<file path="src/rtl/tk_pkg.sv">
package tk_pkg;

   localparam int unsigned REG_AW = 3;

   typedef enum logic [REG_AW-1:0] {
      REG_SEC  = 3'd0,
      REG_MIN  = 3'd1,
      REG_HOUR = 3'd2,
      REG_WDAY = 3'd3,
      REG_DAY  = 3'd4,
      REG_MON  = 3'd5,
      REG_YEAR = 3'd6,
      REG_CTRL = 3'd7
   } tk_reg_e;

   // Year in BCD is divisible by four when 2*tens + units is; only tens[0] matters.
   function automatic logic is_leap(input logic [7:0] yr);
      logic [1:0] s;
      s = yr[1:0] + {yr[4], 1'b0};
      return s == 2'b00;
   endfunction

   function automatic logic [5:0] last_day(input logic [4:0] mon, input logic [7:0] yr);
      case (mon)
         5'h02:                      return is_leap(yr) ? 6'h29 : 6'h28;
         5'h04, 5'h06, 5'h09, 5'h11: return 6'h30;
         default:                    return 6'h31;
      endcase
   endfunction

endpackage

</file>
<file path="src/rtl/tk_prescaler.sv">
module tk_prescaler #(
   parameter int unsigned TICKS = 32768
) (
   input  logic clk,
   input  logic rst_n,
   input  logic base_tick,
   input  logic restart,
   output logic step
);
   localparam int unsigned CW = (TICKS > 1) ? $clog2(TICKS) : 1;
   localparam logic [CW-1:0] LAST = CW'(TICKS - 1);

   generate
      if (TICKS < 1) begin : g_bad
         $error("tk_prescaler: TICKS must be at least 1");
      end
   endgenerate

   logic [CW-1:0] cnt_q;
   logic          at_last;

   assign at_last = (cnt_q == LAST);
   assign step    = base_tick & at_last & ~restart;

   always_ff @(posedge clk or negedge rst_n) begin
      if (!rst_n)         cnt_q <= '0;
      else if (restart)   cnt_q <= '0;
      else if (base_tick) cnt_q <= at_last ? '0 : cnt_q + CW'(1);
   end
endmodule

</file>
<file path="src/rtl/tk_bcd_step.sv">
module tk_bcd_step #(
   parameter int unsigned W = 7
) (
   input  logic         en,
   input  logic [W-1:0] cur,
   input  logic [W-1:0] first,
   input  logic [W-1:0] last,
   output logic [W-1:0] nxt,
   output logic         carry
);
   localparam int unsigned HW = W - 4;

   generate
      if (W < 5 || W > 8) begin : g_bad
         $error("tk_bcd_step: W must lie in 5..8");
      end
   endgenerate

   always_comb begin
      nxt   = cur;
      carry = 1'b0;
      if (en) begin
         if (cur >= last) begin
            nxt   = first;
            carry = 1'b1;
         end else if (cur[3:0] >= 4'h9) begin
            nxt = {cur[W-1:4] + HW'(1), 4'h0};
         end else begin
            nxt = cur + W'(1);
         end
      end
   end
endmodule

</file>
<file path="src/rtl/tk_hour_step.sv">
module tk_hour_step (
   input  logic       en,
   input  logic       mode12,
   input  logic [5:0] cur,
   output logic [5:0] nxt,
   output logic       carry
);
   logic       pm;
   logic [4:0] h12;

   assign pm  = cur[5];
   assign h12 = cur[4:0];

   always_comb begin
      nxt   = cur;
      carry = 1'b0;
      if (en) begin
         if (!mode12) begin
            if (cur >= 6'h23) begin
               nxt   = 6'h00;
               carry = 1'b1;
            end else if (cur[3:0] >= 4'h9) begin
               nxt = {cur[5:4] + 2'd1, 4'h0};
            end else begin
               nxt = cur + 6'd1;
            end
         end else begin
            if (h12 == 5'h11) begin
               nxt   = {~pm, 5'h12};
               carry = pm;
            end else if (h12 >= 5'h12) begin
               nxt = {pm, 5'h01};
            end else if (h12[3:0] >= 4'h9) begin
               nxt = {pm, 5'h10};
            end else begin
               nxt = {pm, h12 + 5'd1};
            end
         end
      end
   end
endmodule

</file>
<file path="src/rtl/bcd_timekeeper.sv">
module bcd_timekeeper
   import tk_pkg::*;
#(
   parameter int unsigned TICKS_PER_SEC = 32768
) (
   input  logic              clk,
   input  logic              rst_n,
   input  logic              base_tick,
   input  logic              wr_en,
   input  logic [REG_AW-1:0] wr_addr,
   input  logic [7:0]        wr_data,
   input  logic [REG_AW-1:0] rd_addr,
   output logic [7:0]        rd_data
);
   localparam int unsigned NREG = 1 << REG_AW;

   logic [6:0] sec_q, min_q, sec_n, min_n;
   logic [5:0] hr_q, hr_n, day_q, day_n;
   logic [2:0] wd_q, wd_n;
   logic [4:0] mon_q, mon_n;
   logic [7:0] yr_q, yr_n;
   logic       fmt12_q;
   logic       sec_step, restart;
   logic       c_sec, c_min, c_hr, c_day, c_mon, c_yr;
   logic [NREG-1:0] hit;

   assign restart = wr_en && (wr_addr == REG_SEC);
   assign hit     = wr_en ? (NREG'(1) << wr_addr) : '0;

   tk_prescaler #(.TICKS(TICKS_PER_SEC)) u_pre (
      .clk(clk), .rst_n(rst_n), .base_tick(base_tick),
      .restart(restart), .step(sec_step)
   );

   tk_bcd_step #(.W(7)) u_sec (
      .en(sec_step), .cur(sec_q), .first(7'h00), .last(7'h59),
      .nxt(sec_n), .carry(c_sec)
   );
   tk_bcd_step #(.W(7)) u_min (
      .en(c_sec), .cur(min_q), .first(7'h00), .last(7'h59),
      .nxt(min_n), .carry(c_min)
   );
   tk_hour_step u_hr (
      .en(c_min), .mode12(fmt12_q), .cur(hr_q), .nxt(hr_n), .carry(c_hr)
   );
   tk_bcd_step #(.W(6)) u_day (
      .en(c_hr), .cur(day_q), .first(6'h01), .last(last_day(mon_q, yr_q)),
      .nxt(day_n), .carry(c_day)
   );
   tk_bcd_step #(.W(5)) u_mon (
      .en(c_day), .cur(mon_q), .first(5'h01), .last(5'h12),
      .nxt(mon_n), .carry(c_mon)
   );
   tk_bcd_step #(.W(8)) u_yr (
      .en(c_mon), .cur(yr_q), .first(8'h00), .last(8'h99),
      .nxt(yr_n), .carry(c_yr)
   );

   // Weekday is a plain binary modulo-7 counter.
   always_comb begin
      wd_n = wd_q;
      if (c_hr) wd_n = (wd_q >= 3'd6) ? 3'd0 : wd_q + 3'd1;
   end

   always_ff @(posedge clk or negedge rst_n) begin
      if (!rst_n) begin
         sec_q   <= 7'h00;
         min_q   <= 7'h00;
         hr_q    <= 6'h00;
         wd_q    <= 3'd0;
         day_q   <= 6'h01;
         mon_q   <= 5'h01;
         yr_q    <= 8'h00;
         fmt12_q <= 1'b0;
      end else begin
         sec_q   <= hit[REG_SEC]  ? wr_data[6:0] : sec_n;
         min_q   <= hit[REG_MIN]  ? wr_data[6:0] : min_n;
         hr_q    <= hit[REG_HOUR] ? wr_data[5:0] : hr_n;
         wd_q    <= hit[REG_WDAY] ? wr_data[2:0] : wd_n;
         day_q   <= hit[REG_DAY]  ? wr_data[5:0] : day_n;
         mon_q   <= hit[REG_MON]  ? wr_data[4:0] : mon_n;
         yr_q    <= hit[REG_YEAR] ? wr_data      : yr_n;
         fmt12_q <= hit[REG_CTRL] ? wr_data[0]   : fmt12_q;
      end
   end

   always_comb begin
      case (rd_addr)
         REG_SEC:  rd_data = {1'b0, sec_q};
         REG_MIN:  rd_data = {1'b0, min_q};
         REG_HOUR: rd_data = {2'b0, hr_q};
         REG_WDAY: rd_data = {5'b0, wd_q};
         REG_DAY:  rd_data = {2'b0, day_q};
         REG_MON:  rd_data = {3'b0, mon_q};
         REG_YEAR: rd_data = yr_q;
         default:  rd_data = {7'b0, fmt12_q};
      endcase
   end

   // The year carry has no destination; fold it into nothing observable.
   logic unused_carry;
   assign unused_carry = c_yr;
endmodule

</file>
<file path="config.mk">
export PLATFORM = sky130hd
export DESIGN_NAME = bcd_timekeeper
export DESIGN_NICKNAME = d
export VERILOG_FILES = /design/src/rtl/tk_pkg.sv /design/src/rtl/tk_prescaler.sv /design/src/rtl/tk_bcd_step.sv /design/src/rtl/tk_hour_step.sv /design/src/rtl/bcd_timekeeper.sv
export SDC_FILE = /design/constraint.sdc
export NUM_CORES = 1
export LEC_CHECK = 0
export CORE_UTILIZATION = 34
export CTS_CLUSTER_DIAMETER = 40
export DETAILED_ROUTE_END_ITERATION = 7
export PLACE_DENSITY_LB_ADDON = 0.12
export SKIP_CTS_REPAIR_TIMING = 1
export SLEW_MARGIN = 10
export SYNTH_ARGS = -nofsm -noshare
export SYNTH_HDL_FRONTEND = slang
export SYNTH_SLANG_ARGS = --single-unit
</file>
<file path="constraint.sdc">
create_clock -name clk -period 4.4 [get_ports clk]
set_clock_uncertainty 0.05 [all_clocks]
set_input_delay 1.32 -clock clk [delete_from_list [all_inputs] [get_ports clk]]
set_output_delay 1.32 -clock clk [all_outputs]
set_load 0.01 [all_outputs]
</file>
Word-level counts from Yosys, hierarchy flattened
Cells that the tools add are included.
{"block": "totals", "regBits": 58, "word_cells": 123, "in_bits": 18}
{"block": "classes", "muxes": 50, "n_addsub": 16, "n_bitwise": 4, "order_cmp": 14, "eq_ne": 14, "n_reduce_logical": 14, "shifts": 1}
{"op": "$mux 6", "count": 11}
{"op": "$mux 7", "count": 8}
{"op": "$pmux 8 s7", "count": 1}
{"op": "$mux 15", "count": 3}
{"op": "$mux 8", "count": 5}
{"op": "$mux 5", "count": 5}
{"op": "$ge 4x4->1 const B", "count": 6}
{"op": "$reduce_bool 2->1", "count": 8}
{"op": "$add 15x1->15 const B", "count": 1}
{"op": "$eq 15x15->1 const B", "count": 1}
{"op": "$add 7x1->7 const B", "count": 2}
{"op": "$ge 7x7->1 const B", "count": 2}
{"op": "$mux 1", "count": 13}
{"op": "$add 6x1->6 const B", "count": 2}
{"op": "$add 5x1->5 const B", "count": 2}
{"op": "$eq 5x3->1 const B", "count": 2}
{"op": "$eq 5x5->1 const B", "count": 2}
{"op": "$ge 5x5->1 const B", "count": 2}
{"op": "$pmux 5 s2", "count": 1}
{"op": "$add 3x1->3 const B", "count": 3}
{"op": "$eq 3x3->1 const B", "count": 3}
{"op": "$mux 3", "count": 3}
{"op": "$add 8x1->8 const B", "count": 1}
{"op": "$ge 8x8->1 const B", "count": 1}
{"op": "20 further kinds", "count": 25}

Longest topological paths before layout
{"block": "logic_depth", "word_depth": 11, "mapped_depth": 12}

Modules after synthesis
From an unflattened synthesis, not the netlist that was laid out.
{"block": "hier_totals", "cells_unflattened": 616, "hier_area_um2": 5684.2}
{"mod": "bcd_timekeeper", "instances": 1, "area_each_um2": 2192.1, "seq_area_each_um2": 1078.5, "cells_per_inst": 169}
{"mod": "tk_bcd_step (u_min ...)", "instances": 2, "area_each_um2": 514.2, "seq_area_each_um2": 0.0, "cells_per_inst": 68}
{"mod": "tk_prescaler", "instances": 1, "area_each_um2": 785.8, "seq_area_each_um2": 375.4, "cells_per_inst": 82}
{"mod": "tk_bcd_step (u_yr)", "instances": 1, "area_each_um2": 573.0, "seq_area_each_um2": 0.0, "cells_per_inst": 76}
{"mod": "tk_bcd_step (u_day)", "instances": 1, "area_each_um2": 385.4, "seq_area_each_um2": 0.0, "cells_per_inst": 56}
{"mod": "tk_bcd_step (u_mon)", "instances": 1, "area_each_um2": 364.1, "seq_area_each_um2": 0.0, "cells_per_inst": 47}
{"mod": "tk_hour_step", "instances": 1, "area_each_um2": 355.3, "seq_area_each_um2": 0.0, "cells_per_inst": 50}

Worst setup path before layout
OpenSTA, ideal clock, no wires.
{"block": "synth_timing", "path_type": "input-to-output", "start": "input port rd_addr[0]", "end": "output port rd_data[0]", "path_stages": 7, "arrival_time_ns": 2.484, "setup_slack_ns": 0.546, "required_ns": 3.030, "n_path_buf": 2, "cell_sequence": "clkbuf_1 nor2b_1 clkbuf_1 a221oi_1 a21oi_1 mux2i_1 a21oi_1"}
{"block": "synth_via", "elab_chain_len": 2, "word_cells_on_any_way": 8, "cone_classes": "eq/ne (6); mux (1); reduce/logical (1)"}
{"item": "start: declaration", "line": "bcd_timekeeper.sv:12", "text": "input logic [REG_AW-1:0] rd_addr,"}
{"item": "$eq 3x3->1, or another cell as far along", "line": "bcd_timekeeper.sv:88", "text": "case (rd_addr)"}
{"item": "$pmux 8 s7 (*)", "line": "bcd_timekeeper.sv:88"}
{"item": "end: declaration", "line": "bcd_timekeeper.sv:13", "text": "output logic [7:0] rd_data"}
Mark *: on every way between the ends. The rest lies on a longest branch, timed or not.

Worst setup path in the final report
{"block": "layout_timing", "start": "input port rd_addr[2]", "end": "output port rd_data[7]"}
Same word-level chain as after synthesis.

==> flow_summary.json <==
{
  "run_status": "finished clean",
  "switching_power_uw": 915,
  "dr.first_iter.drc_count": 296,
  "critical-path-slowest-cell": "clkdlybuf4s50_1",
  "cts.root.buffer_cell": "clkbuf_16",
  "post_drt_via_cell_ratio": 5.65,
  "maximum_number_of_pins_on_one_net_before_global_route_repair": 22,
  "maximum_buffer_depth_of_the_clock_tree": 2,
  "tightest_slew_ns": 0.692,
  "globalRouteTotalUtil": 0.209,
  "synth_flop_type": "dfrtp_1",
  "gr-total-overflow": 0,
  "antenna_violations_before_repair": 0,
  "edff_count_synth": 0,
  "layout.core_utilization": 0.417,
  "mappedNetlistNets": 588,
  "timing.critical_path.fanout_max": 14,
  "post_synth.cell_area_avg_um2": 8.43,
  "critPathCaptureType": "primary output",
  "cp_top_family": "buffers and inverters",
  "power.density_nw_per_um2": 440,
  "yosysWarnings": 0,
  "synth.top_cells.by_area": "dfrtp_1 (31%), ha_1 (9.7%), nand2_1 (4.8%)",
  "core_um2": 12800,
  "seq_area_frac_synth": 0.322,
  "dp_cells": 726,
  "irDropWorstVdd_mv": 0.274,
  "clock_power_share": 0.279,
  "sw_frac": 0.391,
  "timing.setup.critical_path_class": "primary input to primary output",
  "post-route-drc-count": 0,
  "setup_ws_post_layout_ns": 0.115,
  "path_common_cell": "clkdlybuf4s50_1",
  "cts-buffers-inserted": 9,
  "die_x_um": 117,
  "setup_repair_after_global_routing_missed_its_margin": "no",
  "netlist_area_um2": 4510,
  "tritoncts": "done",
  "h-tree-depth": 3,
  "initial_utilization": 0.353,
  "p_leak_nw": 2.37,
  "timing.hold.worst.class": "flop to flop",
  "core.rowCount": 41,
  "gpl.final_weighted_congestion": 0.848,
  "num-fill-cells": 1299,
  "ys_types": 70,
  "yosysTopAreaCellShare": 0.311,
  "max_stage_delay_on_crit_path_ns": 0.63,
  "detailedPlacementHpwl_um": 9730,
  "routed-via-count": 4185,
  "die-height_um": 117,
  "n_antenna_cell": 0,
  "fmaxAchievable_mhz": 233,
  "io_pins": 26,
  "worst_r2r_setup_slack_ns": 0.99,
  "power.combinational.fraction": 0.331,
  "finalCritPeriodShare": 0.974,
  "critical_path_buf_inv_count": 3,
  "report.final.hold_viol_count": 0,
  "area_growth_syn_to_layout_pct": 18.1,
  "synth.largest_area_cell": "dfrtp_1",
  "crit_arrival_ns": 2.91,
  "timing.critical_path.from_type": "primary input",
  "slew_headroom": 0.538,
  "clk_latency_ns": 0.34,
  "first_global_vias": 3959,
  "post-route-min-period_ns": 4.28,
  "setup-violations-final": 0,
  "cts.sinks": 58,
  "drv.max_cap_violation_count": 0,
  "finalNetCount": 618,
  "wirelength_um": 13300,
  "critical_path.cell_chain": "clkdlybuf4s50_1 > buf_4 > and3_1 > clkdlybuf4s50_1",
  "post_drt_wl_per_cell_um": 17.9,
  "required_ns": 3.03,
  "cts.clk_slew.worst_paths_ns": 0.05,
  "layout-drive-gt1-share": 0.0896,
  "total_power_mw": 2.34,
  "dr.pass1.iters": 5,
  "multi_input_area_um2": 2890,
  "timing_max_transition_violations_final": 0,
  "sequential_cell_area_um2": 1450,
  "post_synth_inst_count": 535,
  "ys_ff_latch": 58,
  "global_route_wire_length_before_repair_um": 21400,
  "post-place-ws_ns": -0.345,
  "seq_power_share": 0.390,
  "async_flop_share": 1.00,
  "intPower_mw": 1.43,
  "die_area_um2": 13700,
  "instances_no_fill": 741,
  "detail-route-antenna-nets": 0,
  "port_buffers": 25
}
Yosys cell counts, types with 6 or more instances:
master	number
nand2_1	58
clkbuf_1	19
and2_1	7
a22oi_1	11
mux2i_1	14
inv_1	29
o21ai_0	34
nand4_1	11
a31oi_1	13
a21oi_1	31
or3_1	6
ha_1	35
nand2b_1	6
and3_1	9
xor2_1	9
nor3_1	8
nor2_1	54
dfrtp_1	56
nand3_1	18
flip-flops by register name (all words and copies together), names as in the netlist:
| signal | flops |
|---|---|
| u_pre.cnt_q | 15 |
| yr_q | 8 |
| min_q | 7 |
| sec_q | 7 |
| day_q | 6 |
| hr_q | 6 |
| mon_q | 5 |
| wd_q | 3 |
| fmt12_q | 1 |
cell families after synthesis:
family                     Yosys count  synth area share
muxes                               21            0.0535
DFF                                 58             0.322
buffers and inverters               50            0.0419
and+or+nand+nor                    212             0.242
xor gates and xnor gates            12            0.0233
adders and majority gates           35            0.0971
AOI/OAI and AO/OA                  147             0.220
final timing paths:
check                                      from         endpoint  cells past startpoint
worst min register to register  u_pre.cnt_q[13]  u_pre.cnt_q[13]                      1
max in group asynchronous                 rst_n         mon_q[0]                      2
worst max register to register         mon_q[0]          yr_q[2]                     12
worst max-delay path                 rd_addr[2]       rd_data[7]                      4
min in group asynchronous                 rst_n         day_q[1]                      1
worst min-delay path            u_pre.cnt_q[13]  u_pre.cnt_q[13]                      1
power groups by stage:
stage / sequential [mW] / clock (mW) / combinational, mW
after floorplan: 0.795 / 0 / 0.620
after global placement: 0.918 / 0 / 0.761
after detailed placement: 0.919 / 0 / 0.773
after CTS: 0.910 / 0.668 / 0.780
after global routing: 0.939 / 0.688 / 0.884
final: 0.913 / 0.653 / 0.775
placed cells by master, fill, tap and decap left out, types with 4 or more instances in the layout:
cell	Yosys	final
buf_4	0	13
clkbuf_16	0	9
nand2b_1	6	6
o22ai_1	5	5
inv_1	29	29
nand3_1	18	18
a31oi_1	13	13
mux2_2	5	5
a21oi_1	31	30
nor2_1	54	54
a22oi_1	11	11
o311a_1	4	4
nand4_1	11	11
a221o_1	5	5
nor3_1	8	8
clkdlybuf4s50_1	0	15
o21ai_0	34	34
o21a_1	5	5
and3_1	9	9
xor2_1	9	9
nand2_1	58	58
ha_1	35	35
or3_1	6	6
and2_1	7	7
mux2i_1	14	14
dfrtp_1	56	56
o31ai_1	5	5
dlymetal6s2s_1	0	9
per-layer routing:
layer,share of wire,GRT usage,vias up,wire length (um)
li1,-,-,2041,-
met1,0.48,0.284,2039,6410
met2,0.46,0.325,86,6100
met3,0.035,0.0417,19,462
met4,0.024,0.0835,0,323
met5,0,0,-,0
through the flow:
| step | hold slack [ns] | instance area [um2] | setup TNS, ns |
|---|---|---|---|
| 2_1_floorplan | 0.392 | 4510 | 0 |
| 3_5_place_dp | 0.423 | 5010 | -1.85 |
| 5_1_grt | 0.454 | 5330 | 0 |
| 6_report | 0.430 | 5330 | 0 |
| 3_3_place_gp | 0.420 | 5010 | -1.57 |
| 4_1_cts | 0.429 | 5280 | -1.87 |
cell type report:
| class | instances | share of cell area |
|---|---|---|
| Multi-Input combinational cell | 427 | 0.542 |
| Sequential cell | 58 | 0.273 |
| Timing Repair Buffer | 40 | 0.0728 |
| Clock buffer | 12 | 0.0482 |
| Tap cell | 172 | 0.0404 |
| Inverter | 29 | 0.0204 |
| Clock inverter | 3 | 0.00282 |
Note: power is estimated with default switching activity, not from simulation.
